**src/rtl/dcf_pkg.sv**
```systemverilog
package dcf_pkg;
    localparam int COEF_W     = 8;
    localparam int ROUND_BIAS = 1 << (COEF_W - 1);

    typedef enum logic {
        BANK_A = 1'b0,
        BANK_B = 1'b1
    } bank_e;
endpackage

```
**src/rtl/dcf_history.sv**
```systemverilog
module dcf_history
    import dcf_pkg::*;
#(
    parameter int IN_W   = 12,
    parameter int HIST_W = 18,
    parameter int SH_W   = HIST_W + 2
) (
    input  logic                     clk,
    input  logic                     rst,
    input  logic signed [IN_W-1:0]   in_x,
    input  logic [COEF_W-1:0]        alpha,
    output logic signed [SH_W-1:0]   share
);
    localparam int CW = HIST_W + 1;
    localparam int PW = CW + COEF_W + 2;
    localparam logic signed [PW-1:0] HMAX = (PW'(1) <<< (HIST_W - 1)) - PW'(1);
    localparam logic signed [PW-1:0] HMIN = -HMAX - PW'(1);

    logic signed [HIST_W-1:0] hist_q, hist_d;
    logic signed [CW-1:0]     comb_v;
    logic signed [PW-1:0]     prod, rnd;

    always_comb begin
        comb_v = CW'(hist_q) + CW'(in_x);
        prod   = PW'($signed({1'b0, alpha})) * PW'(comb_v) + PW'(ROUND_BIAS);
        rnd    = prod >>> COEF_W;
        if (rnd > HMAX)      hist_d = HIST_W'(HMAX);
        else if (rnd < HMIN) hist_d = HIST_W'(HMIN);
        else                 hist_d = HIST_W'(rnd);
        share  = SH_W'(comb_v) - SH_W'(hist_d);
    end

    always_ff @(posedge clk) begin
        if (rst) hist_q <= '0;
        else     hist_q <= hist_d;
    end
endmodule

```
**src/rtl/dcf_slot_bank.sv**
```systemverilog
module dcf_slot_bank #(
    parameter int SH_W     = 20,
    parameter int SLOT_W   = 16,
    parameter int PER_BANK = 4,
    parameter int BSUM_W   = SLOT_W + 2,
    parameter int IDX_W    = $clog2(2 * PER_BANK)
) (
    input  logic                    clk,
    input  logic                    rst,
    input  logic signed [SH_W-1:0]  share,
    input  logic [IDX_W-1:0]        slot_idx,
    input  logic                    first_tap,
    output logic signed [BSUM_W-1:0] bank_sum
);
    localparam int NS = 2 * PER_BANK;
    localparam int AW = ((SH_W > SLOT_W) ? SH_W : SLOT_W) + 1;
    localparam logic signed [AW-1:0] SMAX = (AW'(1) <<< (SLOT_W - 1)) - AW'(1);
    localparam logic signed [AW-1:0] SMIN = -SMAX - AW'(1);

    logic signed [SLOT_W-1:0] slot_nx [NS];

    for (genvar g = 0; g < NS; g++) begin : g_slot
        logic signed [SLOT_W-1:0] q, d;
        logic signed [AW-1:0]     base, tot;

        always_comb begin
            base = first_tap ? '0 : AW'(q);
            tot  = base + AW'(share);
            if (slot_idx != IDX_W'(g)) d = q;
            else if (tot > SMAX)       d = SLOT_W'(SMAX);
            else if (tot < SMIN)       d = SLOT_W'(SMIN);
            else                       d = SLOT_W'(tot);
        end

        always_ff @(posedge clk) begin
            if (rst) q <= '0;
            else     q <= d;
        end

        assign slot_nx[g] = d;
    end

    always_comb begin
        bank_sum = '0;
        for (int k = 0; k < PER_BANK; k++) begin
            bank_sum = bank_sum +
                BSUM_W'(slot_nx[(slot_idx[IDX_W-1] ? PER_BANK : 0) + k]);
        end
    end
endmodule

```
**src/rtl/dcf_out_iir.sv**
```systemverilog
module dcf_out_iir
    import dcf_pkg::*;
#(
    parameter int BSUM_W = 18,
    parameter int OUT_W  = 18
) (
    input  logic                     clk,
    input  logic                     rst,
    input  logic                     load,
    input  logic signed [BSUM_W-1:0] bank_sum,
    input  logic [COEF_W-1:0]        beta,
    output logic signed [OUT_W-1:0]  y
);
    localparam int PW = ((BSUM_W > OUT_W) ? BSUM_W : OUT_W) + COEF_W + 4;
    localparam logic signed [PW-1:0] OMAX = (PW'(1) <<< (OUT_W - 1)) - PW'(1);
    localparam logic signed [PW-1:0] OMIN = -OMAX - PW'(1);

    logic [COEF_W:0]          wgt;
    logic signed [PW-1:0]     wide, rnd;
    logic signed [OUT_W-1:0]  y_d;

    always_comb begin
        wgt  = (COEF_W+1)'(1 << COEF_W) - {1'b0, beta};
        wide = PW'($signed({1'b0, beta})) * PW'(y)
             + PW'($signed({1'b0, wgt})) * PW'(bank_sum)
             + PW'(ROUND_BIAS);
        rnd  = wide >>> COEF_W;
        if (rnd > OMAX)      y_d = OUT_W'(OMAX);
        else if (rnd < OMIN) y_d = OUT_W'(OMIN);
        else                 y_d = OUT_W'(rnd);
    end

    always_ff @(posedge clk) begin
        if (rst)       y <= '0;
        else if (load) y <= y_d;
    end
endmodule

```
**src/rtl/charge_decim_filter.sv**
```systemverilog
module charge_decim_filter
    import dcf_pkg::*;
#(
    parameter int IN_W           = 12,
    parameter int HIST_GUARD     = 6,
    parameter int SLOT_GUARD     = 4,
    parameter int TAPS           = 8,
    parameter int SLOTS_PER_BANK = 4,
    localparam int OUT_W         = IN_W + SLOT_GUARD + $clog2(SLOTS_PER_BANK)
) (
    input  logic                    clk,
    input  logic                    rst,
    input  logic signed [IN_W-1:0]  in_x,
    input  logic [COEF_W-1:0]       alpha,
    input  logic [COEF_W-1:0]       beta,
    output logic signed [OUT_W-1:0] out_y,
    output logic                    out_valid
);
    localparam int HIST_W    = IN_W + HIST_GUARD;
    localparam int SH_W      = HIST_W + 2;
    localparam int SLOT_W    = IN_W + SLOT_GUARD;
    localparam int TAP_BITS  = $clog2(TAPS);
    localparam int SEL_BITS  = $clog2(SLOTS_PER_BANK);
    localparam int CNT_W     = TAP_BITS + SEL_BITS;
    localparam int IDX_W     = SEL_BITS + 1;
    localparam int BSUM_W    = SLOT_W + SEL_BITS;

    bank_e                    state_q, state_d;
    logic [CNT_W-1:0]         cnt_q;
    logic                     bank_done, first_tap, bank_b;
    logic [IDX_W-1:0]         slot_idx;
    logic signed [SH_W-1:0]   share;
    logic signed [BSUM_W-1:0] bank_sum;

    assign bank_done = &cnt_q;
    assign first_tap = (cnt_q[TAP_BITS-1:0] == '0);
    assign bank_b    = (state_q == BANK_B);
    assign slot_idx  = {bank_b, cnt_q[CNT_W-1:TAP_BITS]};

    // state register and in-bank sample counter
    always_ff @(posedge clk) begin
        if (rst) begin
            state_q <= BANK_A;
            cnt_q   <= '0;
        end else begin
            state_q <= state_d;
            cnt_q   <= cnt_q + 1'b1;
        end
    end

    // transitions A_DONE and B_DONE
    always_comb begin
        state_d = state_q;
        unique case (state_q)
            BANK_A: if (bank_done) state_d = BANK_B;
            BANK_B: if (bank_done) state_d = BANK_A;
        endcase
    end

    // output strobe
    always_ff @(posedge clk) begin
        if (rst) out_valid <= 1'b0;
        else     out_valid <= bank_done;
    end

    dcf_history #(
        .IN_W  (IN_W),
        .HIST_W(HIST_W),
        .SH_W  (SH_W)
    ) u_hist (
        .clk  (clk),
        .rst  (rst),
        .in_x (in_x),
        .alpha(alpha),
        .share(share)
    );

    dcf_slot_bank #(
        .SH_W    (SH_W),
        .SLOT_W  (SLOT_W),
        .PER_BANK(SLOTS_PER_BANK),
        .BSUM_W  (BSUM_W),
        .IDX_W   (IDX_W)
    ) u_slots (
        .clk      (clk),
        .rst      (rst),
        .share    (share),
        .slot_idx (slot_idx),
        .first_tap(first_tap),
        .bank_sum (bank_sum)
    );

    dcf_out_iir #(
        .BSUM_W(BSUM_W),
        .OUT_W (OUT_W)
    ) u_out (
        .clk     (clk),
        .rst     (rst),
        .load    (bank_done),
        .bank_sum(bank_sum),
        .beta    (beta),
        .y       (out_y)
    );
endmodule

```
**config.mk**
```make
export PLATFORM = sky130hd
export DESIGN_NAME = charge_decim_filter
export DESIGN_NICKNAME = d
export VERILOG_FILES = /design/src/rtl/dcf_pkg.sv /design/src/rtl/dcf_history.sv /design/src/rtl/dcf_slot_bank.sv /design/src/rtl/dcf_out_iir.sv /design/src/rtl/charge_decim_filter.sv
export SDC_FILE = /design/constraint.sdc
export NUM_CORES = 2
export LEC_CHECK = 0
export BUFFER_PORTS_ARGS = -buffer_cell sky130_fd_sc_hd__buf_2
export CORE_UTILIZATION = 40
export CTS_CLUSTER_DIAMETER = 50
export DETAILED_ROUTE_END_ITERATION = 10
export GPL_TIMING_DRIVEN = 0
export PLACE_DENSITY_LB_ADDON = 0.08
export SLEW_MARGIN = 20
export SYNTH_ARGS = -nofsm -noshare
export SYNTH_HDL_FRONTEND = slang
export SYNTH_SLANG_ARGS = --single-unit
```
**constraint.sdc**
```tcl
create_clock -name clk -period 31.3 [get_ports clk]
set_input_delay 0 -clock clk [delete_from_list [all_inputs] [get_ports clk]]
set_output_delay 0 -clock clk [all_outputs]
set_load 0.1 [all_outputs]
```
==> reports/results.ini <==
[timing]
fmax_mhz = 34.3
tns_ns = 0
period_needed_ns = 29.14
finalMaxSlewViolations = 0
skew_ns = 0.0210
hold_viol_final = 0
tightest_slew_ns = 1.14
setup_violations = 0
min_period_over_period_pct = 93.1
slew_headroom_pct = 23.3
rsz0062_at_grt = no

[clock_network]
cts_hold_buf = 0
clock_sink_count = 171
root_buffer = clkbuf_16
cts.repair.resized = 0
cts_made_buffers = 17
clockBufferDepth = 2
cts.htree.levels = 4
tritoncts = yes
cts_setup_buffers = 0
clk_latency_ns = 0.52
clk_pin_slew_ns = 0.08

[grt]
first_global_vias = 32000
grt-ovfl-total = 0
track_usage_pct = 25.3
grt_max_degree = 18
grt_pass1_wl_um = 184000
antenna_found_initial = 1

[worst_setup_path]
slowest_stage = o41ai_1
timing.rr.end = u_out.y[13]
crit_start = u_hist.hist_q[0]
worstPathRequired_ns = 31.66
endpoint_kind = flip-flop
r2r_cells = 96
crit_type = flip-flop to flip-flop
r2r_slack_ns = 2.16
endpoint = u_out.y[13]
max_stage_delay_ns = 0.87
cpMostUsedCell = fa_1
crit_arrival_ns = 29.50
crit_path_max_fanout = 10
start_kind = flip-flop
reg2reg_from = u_hist.hist_q[0]

[outcome]
status = complete, no violations

[detailed_routing]
drtIter0Drc = 2027
ant_nets = 0
drc = 0
wirelength_um = 116000
dr_total_vias = 31800
first_pass_iters = 8
via_per_inst = 5.42
avgRoutedWirePerCell_um = 19.8

[synth]
synth.top_cell.area_share_pct = 21.8
synth-main-ff-cell = dfxtp_1
seq_area_frac_synth_pct = 9.22
synth.cell_area_mm2 = 0.0371
syn-instance-count = 4530
synth_seq_cells = 171
synth_area_leaders = fa_1 (22%), ha_1 (15%), dfxtp_1 (9.2%), and2_1 (5.3%), inv_1 (5.3%)
yosysTopAreaCell = fa_1
yosys_warnings = 0
avgSynthCellArea_um2 = 8.20
synth-async-reset-ratio_pct = 0
ys_types = 110
syn_nets = 5424
synth_edf_count = 0

[final_layout]
diodes = 0
regArea_mm2 = 0.00342
layout-drive-gt1-share_pct = 5.50
area_growth_pct = 7.43
nets = 5502
multi_input_area_mm2 = 0.0312
n_fill_cell = 9450

[run]
drv_cap = 0

[min_path]
hold_start = rst
hp-class = input port to flip-flop

[die]
num_io_pins = 49
initial_core_util_pct = 40.5
die_height_um = 307
rows = 111
die-area_mm2 = 0.0941
coreArea_mm2 = 0.0918
die_w_um = 307

[placed_design]
hpwl_um = 95800
portBuffers = 43
gp_congestion = 0.928

[kinds of logic (layout without fill, tap and decap cells)]
logic type,after synthesis,count (layout),share of synthesized area [%]
compound gates,992,992,18.2
xor+xnor,308,308,7.34
fa+ha+maj,870,870,37.4
buf+inv,695,786,7.27
flops,171,171,9.22
mux,22,22,0.707
simple gates,1472,1472,19.8
[worst min-delay path by stage]
stage,cells after the start,slack [ns],endpoint
floorplan,1,0.43,cnt_q[0]
global placement,1,0.48,cnt_q[0]
detailed placement,1,0.48,cnt_q[0]
CTS,3,0.14,u_out.y[14]
global route,3,0.23,u_out.y[0]
finish,3,0.17,u_out.y[3]
[layer usage]
layer / wire [um] / GRT usage, %
met1: 52900 / 33.7
met2: 54800 / 42.4
met3: 5610 / 3.69
met4: 2930 / 7.07
met5: 0 / 0
[metrics by stage]
stage / utilization [%] / std cells / area, um^2 / hold WS (ns) / worst slack [ns]
global placement: 42.4 / 5816 / 38900 / 0.475 / 1.25
finish: 43.5 / 5864 / 39900 / 0.168 / 2.16
CTS: 43.5 / 5864 / 39900 / 0.144 / 2.07
global route: 43.5 / 5864 / 39900 / 0.228 / 0.0544
detailed placement: 42.8 / 5832 / 39300 / 0.480 / 2.18
floorplan: - / 4530 / 37100 / 0.430 / 7.16
[layout make-up]
| class | count | share of cell area (%) |
|---|---|---|
| Tap cell | 1243 | 3.90 |
| Timing Repair Buffer | 59 | 1.04 |
| Multi-Input combinational cell | 3664 | 78.2 |
| Sequential cell | 171 | 8.58 |
| Clock buffer | 19 | 1.14 |
| Inverter | 534 | 5.02 |
| Clock inverter | 13 | 0.420 |
| Buffer | 161 | 1.75 |
[critical path, delay by kind of cell (launching register included)]
family,cells,cell delay (ns)
XOR/XNOR,4,1.27
multiplexers,2,0.77
flip-flops,1,0.31
adder cells (fa/ha/maj),20,8.43
buffers and inverters,10,1.62
AO/OA/AOI/OAI,43,13.17
AND/OR/NAND/NOR,17,3.37
[cells in the final DEF, fill, tap and decap left out, types with 97 or more instances in the layout]
cell / count
inv_1: 527
xor2_1: 97
nor2_1: 388
o21ai_0: 169
nand2_1: 301
a21oi_1: 261
dfxtp_1: 171
and2_1: 317
ha_1: 460
fa_1: 404
nor3_1: 135
clkbuf_1: 121
xnor2_1: 196
[synth_stat cells (all sizes together) (8+ instances only)]
| cell | number |
|---|---|
| o31a | 12 |
| inv | 532 |
| a211oi | 47 |
| nand3 | 59 |
| or3 | 35 |
| a2111oi | 8 |
| nor4 | 15 |
| or2 | 29 |
| o41ai | 10 |
| nand4 | 10 |
| nor3b | 9 |
| ha | 460 |
| and2 | 318 |
| o21ai | 187 |
| o22ai | 31 |
| xnor2 | 205 |
| o21bai | 33 |
| a211o | 16 |
| nand2 | 301 |
| a21oi | 262 |
| mux2 | 14 |
| a31o | 10 |
| nor2b | 50 |
| nor2 | 390 |
| o32ai | 28 |
| fa | 404 |
| buf | 40 |
| o21a | 46 |
| nor3 | 138 |
| xor2 | 102 |
| a21boi | 22 |
| o2111ai | 10 |
| o211ai | 29 |
| nand2b | 46 |
| o31ai | 30 |
| a31oi | 36 |
| and3 | 32 |
| clkbuf | 121 |
| a22oi | 18 |
| nand3b | 12 |
| a221o | 11 |
| a21o | 85 |
| dfxtp | 171 |
[sequential cells by signal, indices dropped and copies added (netlist names)]
name,flops
u_slots.g_slot.q,128
u_hist.hist_q,18
u_out.y,18
cnt_q,5
bank_b,1
out_valid,1
Power is not shown: default switching activity piles up to over one toggle a cycle in this logic, so the estimate is an artifact.
